==> src/rtl/bcd_calendar_clock.sv <==
module bcd_calendar_clock #(
  parameter int DIV = 32768
) (
  input  logic        clk,
  input  logic        rst,
  input  logic        wr_en,
  input  logic [3:0]  addr,
  input  logic [15:0] wdata,
  output logic [15:0] rdata,
  output logic        alarm_irq
);
  localparam int CW = (DIV > 2) ? $clog2(DIV) : 1;
  localparam logic [3:0] A_CTRL = 4'd0, A_ACTL = 4'd1, A_PEND = 4'd2,
    A_ASEC = 4'd3, A_AMIN = 4'd4, A_AHR = 4'd5, A_ADAY = 4'd6, A_AMON = 4'd7,
    A_AYR = 4'd8, A_SEC = 4'd9, A_MIN = 4'd10, A_HR = 4'd11, A_WDAY = 4'd12,
    A_MDAY = 4'd13, A_MON = 4'd14, A_YR = 4'd15;

  function automatic logic [7:0] bin2bcd(input logic [6:0] v);
    return {4'(v / 7'd10), 4'(v % 7'd10)};
  endfunction

  function automatic logic [6:0] bcd2bin(input logic [7:0] b);
    return {3'b0, b[7:4]} * 7'd10 + {3'b0, b[3:0]};
  endfunction

  function automatic logic [11:0] yr2bcd(input logic [10:0] y);
    logic [10:0] r;
    r = y % 11'd1000;
    return {4'(r / 11'd100), bin2bcd(7'(r % 11'd100))};
  endfunction

  logic          run_q, pend;
  logic [6:0]    actl, asec, amin;
  logic [5:0]    ahr, aday;
  logic [4:0]    amon;
  logic [11:0]   ayr;
  logic [6:0]    sec_q, min_q, hr_q, wd_q, md_q, mo_q;
  logic [10:0]   yr_q;
  logic [CW-1:0] cnt;

  logic          strobe, leap, hit;
  logic [11:0]   full_yr;
  logic [6:0]    dim;
  logic [6:0]    s_n, m_n, h_n, wd_n, d_n, mo_n;
  logic [10:0]   y_n;

  assign strobe  = run_q && (cnt == CW'(DIV - 1));
  assign full_yr = {1'b0, yr_q} + 12'd1900;
  assign leap    = (full_yr % 12'd4 == 12'd0) &&
                   ((full_yr % 12'd100 != 12'd0) || (full_yr % 12'd400 == 12'd0));

  always_comb begin
    case (mo_q)
      7'd1:                      dim = leap ? 7'd29 : 7'd28;
      7'd3, 7'd5, 7'd8, 7'd10:   dim = 7'd30;
      default:                   dim = 7'd31;
    endcase
  end

  always_comb begin
    s_n = sec_q + 7'd1; m_n = min_q; h_n = hr_q; wd_n = wd_q;
    d_n = md_q; mo_n = mo_q; y_n = yr_q;
    if (s_n >= 7'd60) begin
      s_n = 7'd0; m_n = min_q + 7'd1;
      if (m_n >= 7'd60) begin
        m_n = 7'd0; h_n = hr_q + 7'd1;
        if (h_n >= 7'd24) begin
          h_n = 7'd0;
          wd_n = (wd_q + 7'd1 >= 7'd7) ? 7'd0 : wd_q + 7'd1;
          d_n = md_q + 7'd1;
          if (d_n > dim) begin
            d_n = 7'd1; mo_n = mo_q + 7'd1;
            if (mo_n >= 7'd12) begin
              mo_n = 7'd0; y_n = yr_q + 11'd1;
            end
          end
        end
      end
    end
  end

  assign hit = actl[6] && (
      (actl[0] && bin2bcd(s_n)  == {1'b0, asec}) ||
      (actl[1] && bin2bcd(m_n)  == {1'b0, amin}) ||
      (actl[2] && bin2bcd(h_n)  == {2'b0, ahr})  ||
      (actl[3] && bin2bcd(d_n)  == {2'b0, aday}) ||
      (actl[4] && bin2bcd(mo_n) == {3'b0, amon}) ||
      (actl[5] && yr2bcd(y_n)   == ayr));

  always_ff @(posedge clk) begin
    if (rst) begin
      run_q <= 1'b0; pend <= 1'b0; actl <= '0;
      asec <= '0; amin <= '0; ahr <= '0; aday <= '0; amon <= '0; ayr <= '0;
      sec_q <= '0; min_q <= '0; hr_q <= '0; wd_q <= '0;
      md_q <= 7'd1; mo_q <= '0; yr_q <= 11'd100;
      cnt <= '0;
    end else begin
      cnt <= (!run_q || strobe) ? '0 : cnt + 1'b1;
      if (strobe) begin
        sec_q <= s_n; min_q <= m_n; hr_q <= h_n; wd_q <= wd_n;
        md_q <= d_n; mo_q <= mo_n; yr_q <= y_n;
      end
      if (strobe && hit)
        pend <= 1'b1;
      else if (wr_en && addr == A_PEND && wdata[1])
        pend <= 1'b0;
      if (wr_en) begin
        case (addr)
          A_CTRL: run_q <= wdata[0];
          A_ACTL: actl  <= wdata[6:0];
          A_ASEC: asec  <= wdata[6:0];
          A_AMIN: amin  <= wdata[6:0];
          A_AHR:  ahr   <= wdata[5:0];
          A_ADAY: aday  <= wdata[5:0];
          A_AMON: amon  <= wdata[4:0];
          A_AYR:  ayr   <= wdata[11:0];
          A_SEC:  if (run_q) sec_q <= bcd2bin(wdata[7:0]);
          A_MIN:  if (run_q) min_q <= bcd2bin(wdata[7:0]);
          A_HR:   if (run_q) hr_q  <= bcd2bin(wdata[7:0]);
          A_WDAY: if (run_q) wd_q  <= bcd2bin(wdata[7:0]);
          A_MDAY: if (run_q) md_q  <= bcd2bin(wdata[7:0]);
          A_MON:  if (run_q) mo_q  <= bcd2bin(wdata[7:0]) - 7'd1;
          A_YR:   if (run_q) yr_q  <= {7'b0, wdata[11:8]} * 11'd100 +
                                      {4'b0, bcd2bin(wdata[7:0])};
          default: ;
        endcase
      end
    end
  end

  always_comb begin
    case (addr)
      A_CTRL:  rdata = {15'b0, run_q};
      A_ACTL:  rdata = {9'b0, actl};
      A_PEND:  rdata = {14'b0, pend, 1'b0};
      A_ASEC:  rdata = {9'b0, asec};
      A_AMIN:  rdata = {9'b0, amin};
      A_AHR:   rdata = {10'b0, ahr};
      A_ADAY:  rdata = {10'b0, aday};
      A_AMON:  rdata = {11'b0, amon};
      A_AYR:   rdata = {4'b0, ayr};
      A_SEC:   rdata = {8'b0, bin2bcd(sec_q)};
      A_MIN:   rdata = {8'b0, bin2bcd(min_q)};
      A_HR:    rdata = {8'b0, bin2bcd(hr_q)};
      A_WDAY:  rdata = {8'b0, bin2bcd(wd_q)};
      A_MDAY:  rdata = {8'b0, bin2bcd(md_q)};
      A_MON:   rdata = {8'b0, bin2bcd(mo_q + 7'd1)};
      default: rdata = {4'b0, yr2bcd(yr_q)};
    endcase
  end

  assign alarm_irq = pend;

  // pending flag holds unless explicitly cleared
  assert_alarm_sticky_R10: assert property (@(posedge clk) disable iff (rst)
    (pend && !(wr_en && addr == A_PEND && wdata[1])) |=> pend);

  // the flag only rises on the edge of a seconds advance
  assert_alarm_on_strobe_R9: assert property (@(posedge clk) disable iff (rst)
    $rose(pend) |-> $past(strobe));

  // a stopped clock keeps every calendar field
  assert_frozen_when_stopped_R6: assert property (@(posedge clk) disable iff (rst)
    !run_q |=> ($stable(sec_q) && $stable(md_q) && $stable(yr_q)));

  // seconds change only on an advance or a write
  assert_sec_only_on_event_R2: assert property (@(posedge clk) disable iff (rst)
    (!strobe && !(wr_en && addr == A_SEC)) |=> $stable(sec_q));
endmodule

==> config.mk <==
export PLATFORM = sky130hd
export DESIGN_NAME = bcd_calendar_clock
export DESIGN_NICKNAME = d
export VERILOG_FILES = /design/src/rtl/bcd_calendar_clock.sv
export SDC_FILE = /design/constraint.sdc
export NUM_CORES = 1
export LEC_CHECK = 0
export BUFFER_PORTS_ARGS = -buffer_cell sky130_fd_sc_hd__buf_2
export CAP_MARGIN = 20
export CORE_UTILIZATION = 66
export CTS_BUF_LIST = sky130_fd_sc_hd__clkbuf_4 sky130_fd_sc_hd__clkbuf_8
export DETAILED_ROUTE_END_ITERATION = 6
export PLACE_DENSITY = 0.88
export SLEW_MARGIN = 20
export SYNTH_ARGS = -nofsm -noshare
export SYNTH_HDL_FRONTEND = slang
export SYNTH_SLANG_ARGS = --single-unit
==> constraint.sdc <==
create_clock -name clk -period 18.9 [get_ports clk]
set_input_delay 1.89 -clock clk [delete_from_list [all_inputs] [get_ports clk]]
set_output_delay 1.89 -clock clk [all_outputs]
set_load 0.005 [all_outputs]
Word level (Yosys, flattened, before mapping)
Index checks and enable logic that the tools add are counted.
- flip-flop bits (word level): 120
- latch bits: 0
- RAM bits: 0
- memory bits (read-only): 0
- output and inout port bits: 17
- memories kept: 0
- add/subtract/negate cells: 12
- multipliers: 2
- div/mod/pow operators: 34
- $lt $le $gt $ge: 6
- equality and inequality tests: 27
- shift operators: 0
- multiplexer cells: 57
- bitwise gates (word level): 0
- reductions and logical operators: 35
- operators by type and width (kind ; count):
    2-to-1 mux 7 bit ; 43
    case mux 12 bit (15 select lines) ; 1
    2-to-1 mux 11 bit ; 9
    divider 7 x 4 -> 7 bit, second input constant ; 13
    remainder unit 7 x 4 -> 7 bit, second input constant ; 13
    adder 7 x 1 -> 7 bit, second input constant ; 6
    equality test 4 bit, second input constant ; 8
    zero test 12 bit ; 2
    divider 11 x 7 -> 11 bit, second input constant ; 2
    remainder unit 11 x 10 -> 11 bit, second input constant ; 2
    remainder unit 11 x 7 -> 11 bit, second input constant ; 2
    equality test 4 x 3 -> 1 bit, second input constant ; 4
    equality test 8 x 6 -> 1 bit ; 2
    equality test 8 x 7 -> 1 bit ; 2
    AND reduction 2 bit ; 8
    adder 15 x 1 -> 15 bit, second input constant ; 1
    equality test 15 bit, second input constant ; 1
    equality test 7 x 4 -> 1 bit, second input constant ; 2
    greater-or-equal comparator 7 x 6 -> 1 bit, second input constant ; 2
    adder 11 x 11 -> 12 bit, second input constant ; 1
    equality test 12 bit ; 1
    logical AND 1 bit ; 12
    remainder unit 12 x 7 -> 12 bit, second input constant ; 1
    remainder unit 12 x 9 -> 12 bit, second input constant ; 1
    other kinds (25) ; 34

Longest topological paths before layout
- depth in word-level cells: 21
- depth in mapped cells: 79
- gate-level depth less buffers: 74

Worst setup path before layout
Ideal clock, no wire load.
- kind: reg2reg
- from: register yr_q[4]
- to: register pend, in the netlist alarm_irq
- library setup time: 0.059 ns
- arrival: 15.297 ns
- slack: 3.544 ns
- stages on the path, launching flop included: 77
- path buffers: 7
- clock period less this slack: 15.356 ns
- cells stage by stage: dfxtp_1 > clkbuf_1 > clkbuf_1 > o21ai_0 > nand2_1 > xor2_1 > o22a_1 > o21ai_0 > nand2_1 > clkbuf_1 > a21oi_1 > nand2_1 > o41a_1 > o21a_1 > clkbuf_1 > mux2i_1 > o32ai_1 > nand2_1 > [... 41 more ...] > nand3_1 > nand2_1 > nor2_1 > a211o_1 > a211oi_1 > a21oi_2 > a21o_1 > a221oi_4 > mux2i_1 > o32ai_2 > inv_2 > ha_1 > a41o_1 > o32ai_1 > o221ai_1 > xor2_1 > nor3_1 > a41o_1
- cells in the longest elaborated chain, start to end: 21
- elaborated cells on any way between the ends: 46
- ends and longest elaborated chain (item ; RTL line ; source):
    from (decl) ; 38 ; logic [10:0] yr_q;
    from (signal assigned) ; 101 ; md_q <= d_n; mo_q <= mo_n; yr_q <= y_n;
    from (signal assigned) ; 123 ; A_YR: if (run_q) yr_q <= {7'b0, wdata[11:8]} * 11'd100 +
    adder 11 x 11 -> 12 bit ; 48 ; assign full_yr = {1'b0, yr_q} + 12'd1900;
    remainder unit 12 x 7 -> 12 bit or remainder unit 12 x 9 -> 12 bit (tied branches) ; 50 ; ((full_yr % 12'd100 != 12'd0) || (full_yr % 12'd400 == 12'd0));
    nonzero test 12 bit or zero test 12 bit (tied branches) ; 50 ;
    logical OR 1 bit ; 50 ;
    logical AND 1 bit ; 49 ; assign leap = (full_yr % 12'd4 == 12'd0) &&
    2-to-1 mux 1 bit ; 54 ; 7'd1: dim = leap ? 7'd29 : 7'd28;
    case mux 2 bit (2 select lines) ; 53 ; case (mo_q)
    greater-than comparator 7 bit ; 71 ; if (d_n > dim) begin
    [... 5 more ...] ; n/a ;
    remainder unit 11 x 7 -> 11 bit or equality test 8 x 6 -> 1 bit (tied branches) ; 29, 86 ;
    remainder unit 7 x 4 -> 7 bit (tied with other cells) ; 19 ; return {4'(v / 7'd10), 4'(v % 7'd10)};
    equality test 12 bit or logical OR 1 bit (tied branches) ; 88, 85 ;
    logical AND 1 bit or logical OR 1 bit (tied branches) ; 88, 86 ;
    logical OR 1 bit * ; 87 ; (actl[4] && bin2bcd(mo_n) == {3'b0, amon}) ||
    logical AND 1 bit * ; 82 ; assign hit = actl[6] && (
    logical AND 1 bit * ; 103 ; if (strobe && hit)
    2-to-1 mux 1 bit or nonzero test 2 bit (tied branches) ; n/a ;
    to (signal assigned) ; 92 ; run_q <= 1'b0; pend <= 1'b0; actl <= '0;
    to (signal assigned) ; 104 ; pend <= 1'b1;
    to (signal assigned) ; 106 ; pend <= 1'b0;
    to (decl) ; 32 ; logic run_q, pend;
Mark *: on every way between the ends. The rest lies on a longest branch, timed or not.
A chain may end at the register's enable or synchronous reset.

Worst setup path after layout
- from: register yr_q[3]
- to: register pend, in the netlist alarm_irq
Same word-level chain as after synthesis.

==> flow_summary.toml <==
[setup_path]
slowest_stage = "o41a_1"
worst_ep_arrival_time_ns = 17.97
crit_top_cell = "a21oi_1"
cp-end-kind = "flop"
crit_type = "flop to flop"
crit_start = "yr_q[3]"
reg2reg_from = "yr_q[3]"
critical-path-max-stage-delay_ns = 0.56
r2r_end = "alarm_irq"
critPathRequiredTime_ns = 19.32
r2r_setup_slack_ns = 1.36
path_max_fanout = 16
startpoint_type = "flop"
crit_path_end = "alarm_irq"
rr_worst_depth = 73

[yosys]
synthXorXnorAreaFrac_pct = 10.46
yosysWarnings = 0
yosys.area.top_type = "dfxtp_1"
synth_area_leaders = "dfxtp_1 (16%), nor2_1 (7.3%), xnor2_1 (7.1%)"
synth_edf_count = 0
ys_seq_area_share_pct = 16.03
syn_inst = 2128
synth-compound-area-share_pct = 29.86
synth_seq_cells = 120
synth_top_area_share_pct = 16.03
synth-main-ff-cell = "dfxtp_1"
synthAdderAreaFrac_pct = 6.697
synth_top_family_by_area = "compound AO/OA/AOI/OAI gates"
muxShareOfSynthArea_pct = 4.868
ys_types = 114
synthArstFlopShare_pct = 0
yosys.area_share.simple_pct = 27.02
netlist_area_um2 = 14980
syn_avg_cell_area_um2 = 7.041

[sta]
hold_slack_ns = 0.4649
rsz0062_at_grt = "no"
setup_viol = 0
slew_headroom_pct = 22.93
fin_crit_ns = 17.54
worst_pin_slew_ns = 1.138
setup-tns-final_ns = 0
hold_violations = 0
clock_skew_ns = 0.01209
min_period_over_period_pct = 92.83
setup_slack_ns = 1.355
drv_slew = 0
fmax_ghz = 0.05700

[detailed_routing]
wire_per_inst_um = 19.82
drt_wl_total_um = 47180
via_count = 16476
ant_nets = 0
dr.pass1.iters = 7
via_per_inst = 6.923
drtIter0Drc = 2025
drc_errors = 3

[status]
status = "finished with violations"
violations = "DRC"

[grt]
grt_pass1_wl_um = 75980
grt_max_degree = 57
overflow = 0
grt_pass1_vias = 15113
grt_util_all_layers_pct = 39.72
antenna_found_initial = 1

[layout]
insertedDiodeCount = 0
drive_gt1_share_pct = 8.952
top_register = "cnt"
postLayoutCellArea_um2 = 15620
largest_reg_flops = 15
area_growth_syn_to_layout_pct = 4.242
final_cells = 2380
finalCoreUtilization_pct = 70.91
layout.nets = 2183
reg_top3 = "cnt x15, ayr x12, yr_q x11"

[worst_hold_path]
hold_class = "flop to flop"
hold_path_depth = 1

[pwr]
peakVddDrop_v = 0.00004596
p_leak_nw = 5.839
power_uw = 617.1
p_per_area_nw_per_um2 = 39.51

[clocking]
cts_tree = "built"
clkLatencyLatePin_ns = 0.48
htreeDepth = 4
clockBufferDepth = 2
cts_buffers = 17
post_cts_buffers = 0
clk_pin_slew_ns = 0.08
cts-root-buf = "clkbuf_8"
clock_sinks = 120

[placement]
portBuffers = 31
dp_slack_ns = 0.3070
dp_hpwl_um = 34820
dpl_cell_area_um2 = 15150
gp_congestion = 1.011
place_inst = 2348

[floorplan]
initial_core_util_pct = 68.02
die_y_um = 152.7
die_area_um2 = 23310
core_um2 = 22030
rows = 54
dieWidth_um = 152.7
io-pin-count = 40

[flow_run]
maxCapViolCount = 0
## worst max-delay path: cells and delay by family (launching register included)
family                     cells  cell delay, ns
xor gates and xnor gates       7            1.52
and+or+nand+nor               17            3.04
muxes                          3            0.83
buffers and inverters          5            0.93
adders and majority gates      6            1.60
AOI/OAI and AO/OA             35            8.98
DFF                            1            0.54
## where the power goes
| part | switching (mW) | internal [mW] |
|---|---|---|
| sequential | 0.00209 | 0.254 |
| combinational | 0.0739 | 0.0397 |
| clock | 0.125 | 0.122 |
## worst min path at each step
stage               startpoint  endpoint  slack, ns
CTS                     cnt[0]    cnt[0]       0.47
global route            cnt[0]    cnt[0]       0.50
finish                  cnt[0]    cnt[0]       0.46
floorplan               cnt[0]    cnt[0]       0.43
global placement        cnt[0]    cnt[0]       0.44
detailed placement      cnt[0]    cnt[0]       0.45
## metal layers
layer	vias to the layer above	track usage (%)	routed length [um]
li1	7695	-	-
met1	7617	49.07	18620
met2	957	65.90	21500
met3	207	6.570	4504
met4	0	21.74	2553
met5	-	0	0
## Yosys cell counts, types with 18 or more instances
cell type	n
nor2_1	290
nand2_1	202
a21oi_1	171
xnor2_1	121
dfxtp_1	120
o21ai_0	98
nand3_1	89
clkbuf_1	78
ha_1	69
nor3_1	69
inv_1	60
xor2_1	56
mux2i_1	53
a211oi_1	46
a31oi_1	30
and3_1	27
nand2b_1	27
a22oi_1	26
nand4_1	22
o211ai_1	22
and2_1	21
a21o_1	20
o22ai_1	18
## final cells by class
type / instances / area [um2]
Inverter: 67 / 260.3
Fill cell: 1791 / 6407
Clock inverter: 14 / 163.9
Multi-Input combinational cell: 1831 / 11900
Tap cell: 280 / 350.3
Timing Repair Buffer: 50 / 300.3
Sequential cell: 120 / 2404
Clock buffer: 18 / 241.5
## kinds of logic (layout without fill, tap and decap cells)
group                      after synthesis  in the layout
and+or+nand+nor                        854            854
AOI/OAI and AO/OA                      646            646
buffers and inverters                  180            149
xor gates and xnor gates               178            178
DFF                                    120            120
adders and majority gates               79             79
muxes                                   70             70
other                                    1              4
## cell usage in the layout, fill, tap and decap left out, types with 60 or more instances in the layout
cell	n
nand3_1	89
dfxtp_1	119
xnor2_1	120
a21oi_1	171
nor2_1	290
nor3_1	69
ha_1	69
inv_1	60
o21ai_0	98
nand2_1	201
## what timing repair did
action | 4_1_cts | 5_1_grt
resized for setup | 0 | 13
endpoints found under the setup margin | 0 | 1
hold buffers | 0 | 0
Note: power is estimated with default switching activity, not from simulation.
